--- config.mk ---
export PLATFORM = sky130hd
export DESIGN_NAME = cla_alu
export DESIGN_NICKNAME = d
export VERILOG_FILES = /design/src/rtl/cla_alu_pkg.sv /design/src/rtl/cla_bit_cell.sv /design/src/rtl/cla_unit.sv /design/src/rtl/cla_alu.sv
export SDC_FILE = /design/constraint.sdc
export NUM_CORES = 1
export LEC_CHECK = 0
export BUFFER_PORTS_ARGS = -buffer_cell sky130_fd_sc_hd__buf_2
export CAP_MARGIN = 15
export CORE_UTILIZATION = 55
export DETAILED_ROUTE_END_ITERATION = 8
export PLACE_DENSITY_LB_ADDON = 0.08
export SLEW_MARGIN = 40
export SYNTH_ARGS = -nofsm -noshare
export SYNTH_HDL_FRONTEND = slang
export SYNTH_SLANG_ARGS = --single-unit
--- constraint.sdc ---
create_clock -name vclk -period 6.8
set_clock_uncertainty 0.1 [all_clocks]
set_input_delay 1.36 -clock vclk [all_inputs]
set_output_delay 1.36 -clock vclk [all_outputs]
set_load 0.02 [all_outputs]
--- src/rtl/cla_alu_pkg.sv ---
`timescale 1ns/1ps
package cla_alu_pkg;

   // Truth tables are indexed by {a_bit, b_bit}
   localparam logic [3:0] TT_AND      = 4'b1000;
   localparam logic [3:0] TT_OR       = 4'b1110;
   localparam logic [3:0] TT_XOR      = 4'b0110;
   localparam logic [3:0] TT_XNOR     = 4'b1001;
   localparam logic [3:0] TT_A_ANDN_B = 4'b0100;

   function automatic logic tt_eval(input logic [3:0] table_bits,
                                    input logic a_bit,
                                    input logic b_bit);
      return table_bits[{a_bit, b_bit}];
   endfunction

endpackage

--- src/rtl/cla_bit_cell.sv ---
`timescale 1ns/1ps
module cla_bit_cell
   import cla_alu_pkg::*;
(
   input  logic       a_bit,
   input  logic       b_bit,
   input  logic [3:0] prop_sel,
   input  logic [3:0] gen_sel,
   output logic       p_out,
   output logic       g_out
);

   always_comb begin
      p_out = tt_eval(prop_sel, a_bit, b_bit);
      g_out = tt_eval(gen_sel,  a_bit, b_bit);
   end

endmodule

--- src/rtl/cla_unit.sv ---
`timescale 1ns/1ps
module cla_unit #(
   parameter int N = 4
) (
   input  logic [N-1:0] p_in,
   input  logic [N-1:0] g_in,
   input  logic         c_in,
   output logic [N-1:0] c_bit,
   output logic         grp_p,
   output logic         grp_g,
   output logic         c_out
);

   generate
      if (N < 2) begin : g_bad_n
         $error("cla_unit: N must be at least 2");
      end
   endgenerate

   // Carry into position idx, as a flat sum of products
   function automatic logic la_carry(input logic [N-1:0] p,
                                     input logic [N-1:0] g,
                                     input logic         cin,
                                     input int           idx);
      logic acc;
      logic run;
      acc = 1'b0;
      run = 1'b1;
      for (int j = N - 1; j >= 0; j--) begin
         if (j < idx) begin
            acc = acc | (g[j] & run);
            run = run & p[j];
         end
      end
      return acc | (run & cin);
   endfunction

   always_comb begin
      for (int i = 0; i < N; i++) begin
         c_bit[i] = la_carry(p_in, g_in, c_in, i);
      end
      grp_p = &p_in;
      grp_g = la_carry(p_in, g_in, 1'b0, N);
      c_out = grp_g | (grp_p & c_in);
   end

   // Group carry-out agrees with one ripple step from the top bit's carry
   always_comb begin
      AST_GROUP_STEP: assert (c_out == (g_in[N-1] | (p_in[N-1] & c_bit[N-1])));
   end

endmodule

--- src/rtl/cla_alu.sv ---
`timescale 1ns/1ps
module cla_alu
   import cla_alu_pkg::*;
#(
   parameter int WIDTH     = 16,
   parameter int GROUP     = 4,
   parameter bit LOOKAHEAD = 1'b1
) (
   input  logic [WIDTH-1:0] op_a,
   input  logic [WIDTH-1:0] op_b,
   input  logic             carry_in,
   input  logic [3:0]       prop_sel,
   input  logic [3:0]       gen_sel,
   input  logic             carry_en,
   output logic [WIDTH-1:0] result,
   output logic             flag_z,
   output logic             flag_c,
   output logic             flag_v
);

   localparam int NGRP = WIDTH / GROUP;
   localparam int MSB  = WIDTH - 1;

   generate
      if (WIDTH % GROUP != 0) begin : g_bad_div
         $error("cla_alu: WIDTH must be a multiple of GROUP");
      end
      if (NGRP < 2 || NGRP > GROUP) begin : g_bad_levels
         $error("cla_alu: two lookahead levels need 2 <= WIDTH/GROUP <= GROUP");
      end
   endgenerate

   logic [WIDTH-1:0] p_vec;
   logic [WIDTH-1:0] g_vec;
   logic [WIDTH-1:0] carry_vec;
   logic             cout_raw;
   logic             cin_eff;

   assign cin_eff = carry_en & carry_in;

   // Per-bit configurable cells
   generate
      for (genvar i = 0; i < WIDTH; i++) begin : g_cell
         cla_bit_cell u_cell (
            .a_bit    (op_a[i]),
            .b_bit    (op_b[i]),
            .prop_sel (prop_sel),
            .gen_sel  (gen_sel),
            .p_out    (p_vec[i]),
            .g_out    (g_vec[i])
         );
      end
   endgenerate

   // Carry network variant
   generate
      if (LOOKAHEAD) begin : g_la
         logic [NGRP-1:0] grp_p;
         logic [NGRP-1:0] grp_g;
         logic [NGRP-1:0] grp_cin;
         logic [NGRP-1:0] cout_l1;
         logic            top_p;
         logic            top_g;

         for (genvar k = 0; k < NGRP; k++) begin : g_l1
            cla_unit #(.N(GROUP)) u_l1 (
               .p_in  (p_vec[k*GROUP +: GROUP]),
               .g_in  (g_vec[k*GROUP +: GROUP]),
               .c_in  (grp_cin[k]),
               .c_bit (carry_vec[k*GROUP +: GROUP]),
               .grp_p (grp_p[k]),
               .grp_g (grp_g[k]),
               .c_out (cout_l1[k])
            );
         end

         cla_unit #(.N(NGRP)) u_l2 (
            .p_in  (grp_p),
            .g_in  (grp_g),
            .c_in  (cin_eff),
            .c_bit (grp_cin),
            .grp_p (top_p),
            .grp_g (top_g),
            .c_out (cout_raw)
         );

         // Second level carries match the first level group outputs
         always_comb begin
            for (int k = 0; k < NGRP - 1; k++) begin
               AST_CARRY_AGREE: assert (cout_l1[k] == grp_cin[k+1]);
            end
            AST_CARRY_TOP: assert (cout_l1[NGRP-1] == cout_raw);
            if (top_g) begin
               AST_TOP_GEN: assert (cout_raw);
            end
            if (top_p && !top_g) begin
               AST_TOP_PROP: assert (cout_raw == cin_eff);
            end
         end
      end else begin : g_rip
         logic [WIDTH:0] rc;
         assign rc[0] = cin_eff;
         for (genvar i = 0; i < WIDTH; i++) begin : g_step
            assign rc[i+1] = g_vec[i] | (p_vec[i] & rc[i]);
         end
         assign carry_vec = rc[WIDTH-1:0];
         assign cout_raw  = rc[WIDTH];
      end
   endgenerate

   // Result and flags
   always_comb begin
      result = p_vec ^ (carry_vec & {WIDTH{carry_en}});
      flag_z = ~|result;
      flag_c = carry_en & cout_raw;
      flag_v = carry_en & (carry_vec[MSB] ^ cout_raw);
   end

   // Independent reference sum for the add setting
   logic [WIDTH:0] ref_sum;
   logic           add_mode;
   always_comb begin
      ref_sum  = {1'b0, op_a} + {1'b0, op_b} + {{WIDTH{1'b0}}, carry_in};
      add_mode = carry_en && (prop_sel == TT_XOR) && (gen_sel == TT_AND);
   end

   always_comb begin
      if (add_mode) begin
         AST_ADD_SUM: assert ({flag_c, result} == ref_sum);
         AST_OVF_SIGN: assert (flag_v == ((op_a[MSB] == op_b[MSB]) && (ref_sum[MSB] != op_a[MSB])));
         AST_ZERO_SUM: assert (flag_z == (ref_sum[WIDTH-1:0] == '0));
      end
      if (!carry_en && prop_sel == TT_AND) begin
         AST_LOGIC_AND: assert (result == (op_a & op_b));
      end
      if (!carry_en && prop_sel == TT_XOR) begin
         AST_LOGIC_XOR: assert (result == (op_a ^ op_b));
      end
      if (!carry_en && prop_sel == TT_OR) begin
         AST_LOGIC_OR: assert (result == (op_a | op_b));
      end
   end

endmodule

Yosys cells after proc, flatten, opt, wreduce, memory -nomap -nowiden
Cells that the tools add are included.
- output and inout bits: 19
- register bits: 0
- word-level logic and storage cells: 210
- muxes and demuxes: 64
- reduce and logical (&&, ||, !) cells: 7
- magnitude comparators: 16
- bitwise operators: 123
- operators by type and width (cell ; number):
    1-bit bitwise AND ; 74
    1-bit binary-select mux with 2-bit select ; 32
    2-bit by 3-bit less-than comparator with 1-bit output, second input constant ; 16
    1-bit OR ; 46
    1-bit two-way mux ; 32
    16-bit bitwise AND ; 1
    16-bit AND reduction ; 1
    4-bit AND reduction ; 4
    16-bit OR reduction ; 1
    16-bit XOR ; 1
    1-bit zero test ; 1
    1-bit XOR ; 1

Logic depth before layout (Yosys ltp)
Gate-level depths: netlist (run 1).
- depth in word-level cells: 16
- mapped depth: 10
- gate-level depth less buffers: 9

Cells and area by module
From an unflattened synthesis (run 1), not the netlist that was laid out.
- cells, all modules: 164
- area total of the unflattened synthesis: 1714.1 um^2
- by module, submodules not included (module ; area an instance (um^2) ; sequential area each (um^2) ; cells each ; instances):
    cla_bit_cell ; 52.6 ; 0.0 ; 2 ; 16
    cla_alu ; 473.0 ; 0.0 ; 67 ; 1
    cla_unit ; 80.1 ; 0.0 ; 13 ; 5

Least setup slack after synthesis (run 1)
Ideal clock, no wire load.
- path kind: input -> output
- start point: input op_b[0]
- end point: output flag_z
- setup slack: 0.972 ns
- data arrival time: 4.368 ns
- cell stages on the path: 9
- path buffers: 0
- data required time: 5.340 ns
- cell sequence: mux4_2 -> a221oi_4 -> nor2b_2 -> o21ai_2 -> xnor2_1 -> or4_1 -> or4_1 -> or4b_1 -> nor4_2
- elaborated cells between the ends (all ways): 53
- RTL lines (what ; RTL line ; RTL):
    from (decl) ; cla_alu.sv:10 ; input logic [WIDTH-1:0] op_b,
    1-bit binary-select mux with 2-bit select ; cla_alu_pkg.sv:14 ; return table_bits[{a_bit, b_bit}];
    1-bit two-way mux (not written as such) ; cla_alu_pkg.sv:14 ;
    1-bit bitwise AND (on tied branches) ; cla_unit.sv:31, cla_unit.sv:32 ;
    1-bit OR / 1-bit bitwise AND (equally long branches) ; cla_unit.sv:31, cla_unit.sv:35 ;
    1-bit OR * ; cla_unit.sv:35 ; return acc | (run & cin);
    16-bit bitwise AND * ; cla_alu.sv:113 ; result = p_vec ^ (carry_vec & {WIDTH{carry_en}});
    16-bit XOR * ; cla_alu.sv:113 ;
    named net result[2] ; cla_alu.sv:15 ; output logic [WIDTH-1:0] result,
    16-bit OR reduction * ; cla_alu.sv:114 ; flag_z = ~|result;
    1-bit zero test * ; cla_alu.sv:114 ;
    to (decl) ; cla_alu.sv:16 ; output logic flag_z,
The timed path passes the listed nets; every way through them passes the cells marked *. The select of a mux whose other input is x is not followed.

Worst setup path in the final report (run 1)
- start point: input gen_sel[3]
- end point: output flag_z
- cells in the longest elaborated chain, start to end: 16
- elaborated cells between the ends (all ways): 106
- RTL lines (what ; RTL line ; RTL):
    from (decl) ; cla_alu.sv:13 ; input logic [3:0] gen_sel,
    1-bit binary-select mux with 2-bit select ; cla_alu_pkg.sv:14 ;
    1-bit two-way mux (not written as such) ; cla_alu_pkg.sv:14 ;
    1-bit bitwise AND ; cla_unit.sv:31 ; acc = acc | (g[j] & run);
    1-bit OR (3 in a row) ; cla_unit.sv:31 ;
    1-bit bitwise AND ; cla_unit.sv:31 ;
    1-bit OR (2 in a row) ; cla_unit.sv:31 ;
    1-bit OR ; cla_unit.sv:35 ;
    1-bit bitwise AND ; cla_unit.sv:35 ;
    1-bit OR ; cla_unit.sv:35 ;
    16-bit bitwise AND * ; cla_alu.sv:113 ;
    16-bit XOR * ; cla_alu.sv:113 ;
    16-bit OR reduction * ; cla_alu.sv:114 ;
    1-bit zero test * ; cla_alu.sv:114 ;
Every way passes the cells marked *; elsewhere a longest branch is shown, timed or not. The select of a mux whose other input is x is not followed.

==> results.ini, run 1 <==
[worst_hold_path]
hold_path_end=flag_c
hold_path_class=in2out
hp-start=carry_en
worstHoldPathCells=3

[grt]
grt_pass1_vias=1232
grt_pass1_wl_um=5540
grt_usage_pct=26.6
grt_max_degree=18
gr-total-overflow=0
antenna_found_initial=0

[synthesis]
yosysWarningCount=0
yosysSeqAreaShare_pct=0
ys_types=40
avgSynthCellArea_um2=9.90
syn_nets=184
netlist_area_um2=1400
syn_inst=141

[routing]
ant_nets=0
wl_um=3480
dr_total_vias=1384
wl_per_cell_um=15.7
drc=0
dr.pass1.iters=4
post_drt_via_cell_ratio=6.26
drtIter0Drc=36

[timing]
relSlewSlack_pct=51.5
finalSetupTns_ns=0
finalCriticalPeriod_ns=5.93
clock.fmax_mhz=169
fin_crit_sh_pct=87.2
hold_viol_final=0
worst_slack_ns=0.868
max_slew.worst_pin.slew_ns=0.720
drv_slew=0
hold_slack_ns=3.11
setup-violations-final=0
rsz0062_at_grt=no

[final_layout]
fillerInstances=172
diodes=0
drive_gt1_share_pct=53.4
mostFrequentLayoutCell=buf_2
final_cell_mix=buf_2 (61), mux4_2 (30), a21oi_1 (11)
syn_to_final_growth_pct=22.0
multiInputGateArea_um2=1340
clock_buffers=0
numSequentialCells=0
final_cells=221
seqCellArea_um2=0
nets=238

[floorplan]
rows=17
die_y_um=52.4
coreArea_um2=2300
chipWidth_um=52.4
die-area_um2=2740
ios=61
start_util_pct=60.8

[power_and_ir_drop]
p_per_area_nw_per_um2=112
ir_drop_uv=72.1
p_clk_share_pct=0
seqPwrFrac_pct=0
switching_share_pct=55.7
power_switching_w=0.000106
power.leakage_nw=0.693
comb_power_share_pct=100.0
p_int_w=0.0000842

[worst_setup_path]
critPathMaxStageDelay_ns=0.54
cp-start-kind=input pin
cp-end-kind=output pin
path_max_fanout=16
crit_chain=buf_2 -> mux4_2 -> a221oi_4 -> nor2b_2 -> o21ai_2 -> xnor2_1 -> or4_1 -> or4_1 -> or4b_1 -> nor4_2 -> buf_2
cpMaxStageDelayCell=mux4_2
path_class=in2out
cp.arrival_ns=4.47
critical_path_required_ns=5.34

[placed_design]
port_buffers=61
gp_congestion=0.852
placed_cells=221
dp_hpwl_um=2810
place_ws_ns=0.854

[job]
maxCapViolCount=0

[outcome]
outcome=finished clean

[cts]
post-cts-setup-buffers=0
postCtsHoldBufs=0
ctsResizeCount=0

-- stage by stage --
stage	cell area (µm²)	total power (W)	utilization [%]
floorplan	1400	0.000134	-
global placement	1700	0.000184	74.1
detailed placement	1700	0.000189	74.1
CTS	1700	0.000189	74.1
global route	1700	0.000205	74.1
finish	1700	0.000190	74.1
-- logic make-up (layout without fill, tap and decap cells) --
group / after synthesis / in the layout / synth area share [%]
buffers and inverters: 14 / 66 / 3.76
xor gates and xnor gates: 13 / 13 / 8.15
adders and majority gates: 1 / 1 / 0.896
muxes: 36 / 36 / 53.0
AOI/OAI and AO/OA: 36 / 36 / 18.3
and+or+nand+nor: 41 / 41 / 15.9
-- worst max-delay path: cells and delay by family --
family / cells / cell delay (ns)
and+or+nand+nor: 5 / 1.72
muxes: 1 / 0.54
buffers and inverters: 2 / 0.38
xor gates and xnor gates: 1 / 0.09
AOI/OAI and AO/OA: 2 / 0.39
-- final cells by class --
class	count	area share [%]
Tap cell	28	2.06
Inverter	5	1.10
Multi-Input combinational cell	127	78.9
Timing Repair Buffer	61	17.9
-- worst max path at each step --
stage / from / to
floorplan: op_b[0] / flag_z
global placement: gen_sel[3] / flag_z
finish: gen_sel[3] / flag_z
CTS: gen_sel[3] / flag_z
detailed placement: gen_sel[3] / flag_z
global route: gen_sel[3] / flag_z
-- cell usage after synthesis (all sizes together), types with 3 or more instances --
master	instances	share of area, %
a21oi	11	3.9
o21ai	7	2.8
xnor2	10	6.3
mux2	4	3.2
inv	4	1.1
o21a	4	2.2
xor2	3	1.9
nor2	10	2.7
nand3	3	1.1
mux4	30	48
clkbuf	9	2.4
nand2	10	2.7
and3	3	1.3
o31ai	6	3.2
-- power by group through the flow --
stage          Sequential, W  Clock (W)  Combinational (W)
2_1_floorplan              0          0           0.000134
6_report                   0          0           0.000190
5_1_grt                    0          0           0.000205
3_5_place_dp               0          0           0.000189
3_3_place_gp               0          0           0.000184
4_1_cts                    0          0           0.000189
-- routing by layer --
| metal | wire [µm] | vias up | global-route usage [%] |
|---|---|---|---|
| met5 | 0 | - | 0 |
| met4 | 4 | 0 | 2.19 |
| met3 | 163 | 2 | 2.03 |
| met2 | 1690 | 48 | 43.0 |
| met1 | 1610 | 647 | 40.6 |
| li1 | - | 687 | - |
No activity file was read; power rests on OpenSTA's default activity.
==> run 2, diff against run 1 <==
--- a/config.mk
+++ b/config.mk
@@ -6,7 +6,6 @@
 export NUM_CORES = 1
 export LEC_CHECK = 0
 export BUFFER_PORTS_ARGS = -buffer_cell sky130_fd_sc_hd__buf_2
-export CAP_MARGIN = 15
 export CORE_UTILIZATION = 55
 export DETAILED_ROUTE_END_ITERATION = 8
 export PLACE_DENSITY_LB_ADDON = 0.08
==> constraint.sdc (replaced) <==
create_clock -name vclk -period 6.8
set_clock_uncertainty 0.1 [all_clocks]
set_input_delay 2.04 -clock vclk [all_inputs]
set_output_delay 2.04 -clock vclk [all_outputs]
set_load 0.02 [all_outputs]
==> results.ini, run 2 (synthesis results as in run 1) <==
[outcome]
outcome=finished, violations left
violations=negative setup slack

[worst_hold_path]
hp-start=carry_en
worstHoldPathCells=4
hold_path_class=in2out
hold_path_end=result[1]

[timing]
rsz0062_at_grt=yes
finalCriticalPeriod_ns=7.16
max_slew.worst_pin.slew_ns=0.328
drv_slew=0
relSlewSlack_pct=77.9
clock.fmax_mhz=140
fin_crit_sh_pct=105
hold_slack_ns=4.44
hold_viol_final=0
setup-violations-final=1
worst_slack_ns=-0.362

[grt]
grt.met1_usage_pct=47.4
antenna_found_initial=0
gr-total-overflow=0
grt_use_met3_pct=1.16
grt-busiest-layer=met2
grt_pass1_wl_um=6930
grt_max_degree=15
grt_pass1_vias=1503
grtUsageMet2_pct=60.5
grt_usage_pct=33.9

[worst_setup_path]
startpoint=op_b[0]
cp-end-kind=output pin
path_max_fanout=3
critical_path_required_ns=4.66
cp.arrival_ns=5.02
path_class=in2out
cp-start-kind=input pin

[final_layout]
seqCellArea_um2=0
design_area_um2=1970
nets=267
syn_to_final_growth_pct=41.2
final_cell_mix=buf_2 (56), mux4_2 (30), buf_4 (30)
drive_gt1_share_pct=60.8
numSequentialCells=0
final_cells=250
multiInputGateArea_um2=1370
fillerInstances=131
mostFrequentLayoutCell=buf_2
clock_buffers=0
diodes=0

[job]
maxCapViolCount=0

[routing]
wl_per_cell_um=20.3
drtIter0Drc=102
drc=0
dr_total_vias=1751
wl_um=5080
ant_nets=0
dr.pass1.iters=4
post_drt_via_cell_ratio=7.00

[floorplan]
start_util_pct=60.8
ios=61
coreArea_um2=2300
rows=17
chipWidth_um=52.4
die_y_um=52.4
die-area_um2=2740

[power_and_ir_drop]
p_per_area_nw_per_um2=115
ir_drop_uv=89.4
power.leakage_nw=0.855

[placed_design]
placed_cells=250
dpl-instance-area_um2=1940
port_buffers=61
dp_hpwl_um=3820
place_ws_ns=-0.381
gp_congestion=0.943

==> run 2: changes by cell type in the layout (fill, tap and decap cells not counted) <==
cell	previous run	this run
or4b_4	0	1
buf_2	61	56
xnor2_2	0	1
xnor2_1	10	9
nor4_2	1	0
or4b_1	1	0
nor4_4	0	1
buf_6	0	4
or4_1	2	1
buf_4	0	30
or4_4	0	1
==> run 2: final cells by class <==
cell class / instances / share of cell area [%]
well taps: 28 / 1.78
repair buffers: 90 / 27.9
inverters: 5 / 0.952
multi-input cells: 127 / 69.4
==> run 2: how the worst max path moves through the flow <==
stage | depth (start not counted) | slack [ns] | end
finish | 11 | -0.36 | flag_z
CTS | 11 | -0.36 | flag_z
floorplan | 9 | -0.15 | flag_z
global placement | 11 | -0.28 | flag_z
detailed placement | 11 | -0.38 | flag_z
global route | 11 | -0.44 | flag_z
==> run 2: report_power, final <==
group	internal, W	switching, W
logic	0.000104	0.000122
clock network	0	0
registers	0	0
total	0.000104	0.000122
==> run 2: what timing repair did <==
item | 4_1_cts | 5_1_grt
buffers inserted | 0 | 0
setup endpoints to repair | 1 | 1
hold buffers | 0 | 0
pin swaps | 0 | 2
resized for setup | 1 | 5
==> run 2: critical path, stage by stage <==
cell      delay [ns]
buf_6           0.08
mux4_2          0.54
a221oi_4        0.26
nor2b_2         0.08
o21ai_2         0.18
xnor2_2         0.09
or4_1           0.51
or4_4           0.43
or4b_4          0.51
nor4_4          0.13
buf_4           0.17
==> run 2: per-stage QoR <==
step	utilization [%]	power [W]	setup TNS (ns)
floorplan	-	0.000137	-0.147
global placement	84.5	0.000208	-0.283
detailed placement	84.5	0.000217	-0.381
CTS	84.6	0.000217	-0.364
global route	85.8	0.000239	-0.438
finish	85.8	0.000226	-0.362
==> run 2: per-layer routing <==
| metal | part of all wire [%] | up-vias |
|---|---|---|
| li1 | - | 744 |
| met1 | 36 | 828 |
| met2 | 50 | 161 |
| met3 | 11 | 18 |
| met4 | 2.6 | 0 |
| met5 | 0 | - |
==> run 3, diff against run 2 <==
--- a/config.mk
+++ b/config.mk
@@ -5,10 +5,10 @@
 export SDC_FILE = /design/constraint.sdc
 export NUM_CORES = 1
 export LEC_CHECK = 0
-export BUFFER_PORTS_ARGS = -buffer_cell sky130_fd_sc_hd__buf_2
+export BUFFER_PORTS_ARGS = -buffer_cell sky130_fd_sc_hd__buf_4
 export CORE_UTILIZATION = 55
 export DETAILED_ROUTE_END_ITERATION = 8
-export PLACE_DENSITY_LB_ADDON = 0.08
+export PLACE_DENSITY = 0.91
 export SLEW_MARGIN = 40
 export SYNTH_ARGS = -nofsm -noshare
 export SYNTH_HDL_FRONTEND = slang
==> results.ini, run 3 (synthesis results as in run 1) <==
[outcome]
outcome=finished, violations left
violations=negative setup slack

[floorplan]
die_y_um=52.4
rows=17
chipWidth_um=52.4
coreArea_um2=2300
ios=61
die-area_um2=2740
start_util_pct=60.8

[final_layout]
nets=272
fillerInstances=71
drive_gt1_share_pct=62.6
diodes=0
numSequentialCells=0
final_cell_mix=buf_4 (91), mux4_2 (30), nand2_1 (10), nor2_1 (10), a21oi_1 (10)
syn_to_final_growth_pct=55.0
seqCellArea_um2=0
fin_util_pct=94.2
multiInputGateArea_um2=1380
clock_buffers=0
mostFrequentLayoutCell=buf_4
design_area_um2=2160

[power_and_ir_drop]
p_per_area_nw_per_um2=126
ir_drop_uv=101
power.leakage_nw=0.930

[placed_design]
port_buffers=61
dpl-instance-area_um2=2120
gp_congestion=0.894
dp_hpwl_um=4440

[timing]
setup-violations-final=1
fin_crit_sh_pct=107
finalCriticalPeriod_ns=7.26
drv_slew=0
worst_slack_ns=-0.459
max_slew.worst_pin.slew_ns=0.879
clock.fmax_mhz=138
relSlewSlack_pct=40.8
rsz0062_at_grt=yes
hold_viol_final=0

[grt]
grt_pass1_vias=1800
grt_pass1_wl_um=8480
gr-total-overflow=0
grt_usage_pct=42.5
antenna_found_initial=0
grt_max_degree=14

[routing]
drc=0
post_drt_via_cell_ratio=7.84
wl_per_cell_um=26.2
drtIter0Drc=234
dr_total_vias=2000
dr.pass1.iters=7
wl_um=6690
ant_nets=0

[worst_setup_path]
path_class=in2out
cp-start-kind=input pin
path_max_fanout=13
cp-end-kind=output pin
cp.arrival_ns=5.12
critical_path_required_ns=4.66

[worst_hold_path]
hold_path_end=result[13]
hold_path_class=in2out
hp-start=op_a[13]
worstHoldPathCells=4

[job]
maxCapViolCount=0

[cts]
postCtsHoldBufs=0

[run 3: cell count changes in the layout (fill, tap and decap cells not counted), moves of 2 or more]
cell,delta
buf_2,-56
buf_4,+61
buf_6,-2
o21ai_0,-2
buf_8,+2
[run 3: how the worst max path moves through the flow]
stage	from	end	slack, ns	cells after the start
floorplan	op_b[0]	flag_z	-0.15	9
finish	prop_sel[3]	flag_z	-0.46	12
CTS	gen_sel[3]	flag_z	-0.38	11
detailed placement	gen_sel[3]	flag_z	-0.38	11
global route	gen_sel[3]	flag_z	-0.45	11
global placement	op_a[0]	flag_z	-0.27	11
[run 3: what timing repair did]
action | CTS | global route
endpoints found under the setup margin | 3 | 4
gates cloned | 0 | 0
setup buffers | 0 | 1
gates resized for setup | 1 | 10
[run 3: area by class of cell]
| class | count | area share (%) |
|---|---|---|
| Inverter | 5 | 0.867 |
| Multi-Input combinational cell | 127 | 63.5 |
| Tap cell | 28 | 1.62 |
| Timing Repair Buffer | 95 | 34.0 |
[run 3: critical path, stage by stage]
cell	delay (ns)
buf_4	0.13
buf_4	0.18
mux4_2	0.51
a211o_1	0.31
a21oi_1	0.22
o31ai_1	0.13
nand2_1	0.12
xnor2_1	0.11
or4_4	0.54
or4b_4	0.50
nor4_4	0.14
buf_4	0.18
[run 3: report_power, final]
group          total (W)  internal [W]  switching (W)  leakage [nW]
registers              0             0              0             0
logic           0.000272      0.000130       0.000141         0.930
clock network          0             0              0             0
total           0.000272      0.000130       0.000141         0.930
[run 3: through the flow]
step,TNS [ns],worst slack (ns),cells,hold WS [ns],power [W]
finish,-0.459,-0.459,255,4.54,0.000272
global route,-0.450,-0.450,255,4.55,0.000282
CTS,-0.384,-0.384,254,4.52,0.000250
detailed placement,-0.440,-0.379,254,4.52,0.000249
global placement,-0.274,-0.274,254,4.50,0.000235
floorplan,-0.147,-0.147,141,4.16,0.000137
[run 3: per-layer routing]
metal | routed length [µm] | GRT usage (%)
met2 | 2980 | 70.7
met1 | 2090 | 49.7
met3 | 1010 | 9.57
met4 | 610 | 24.6
met5 | 0 | 0
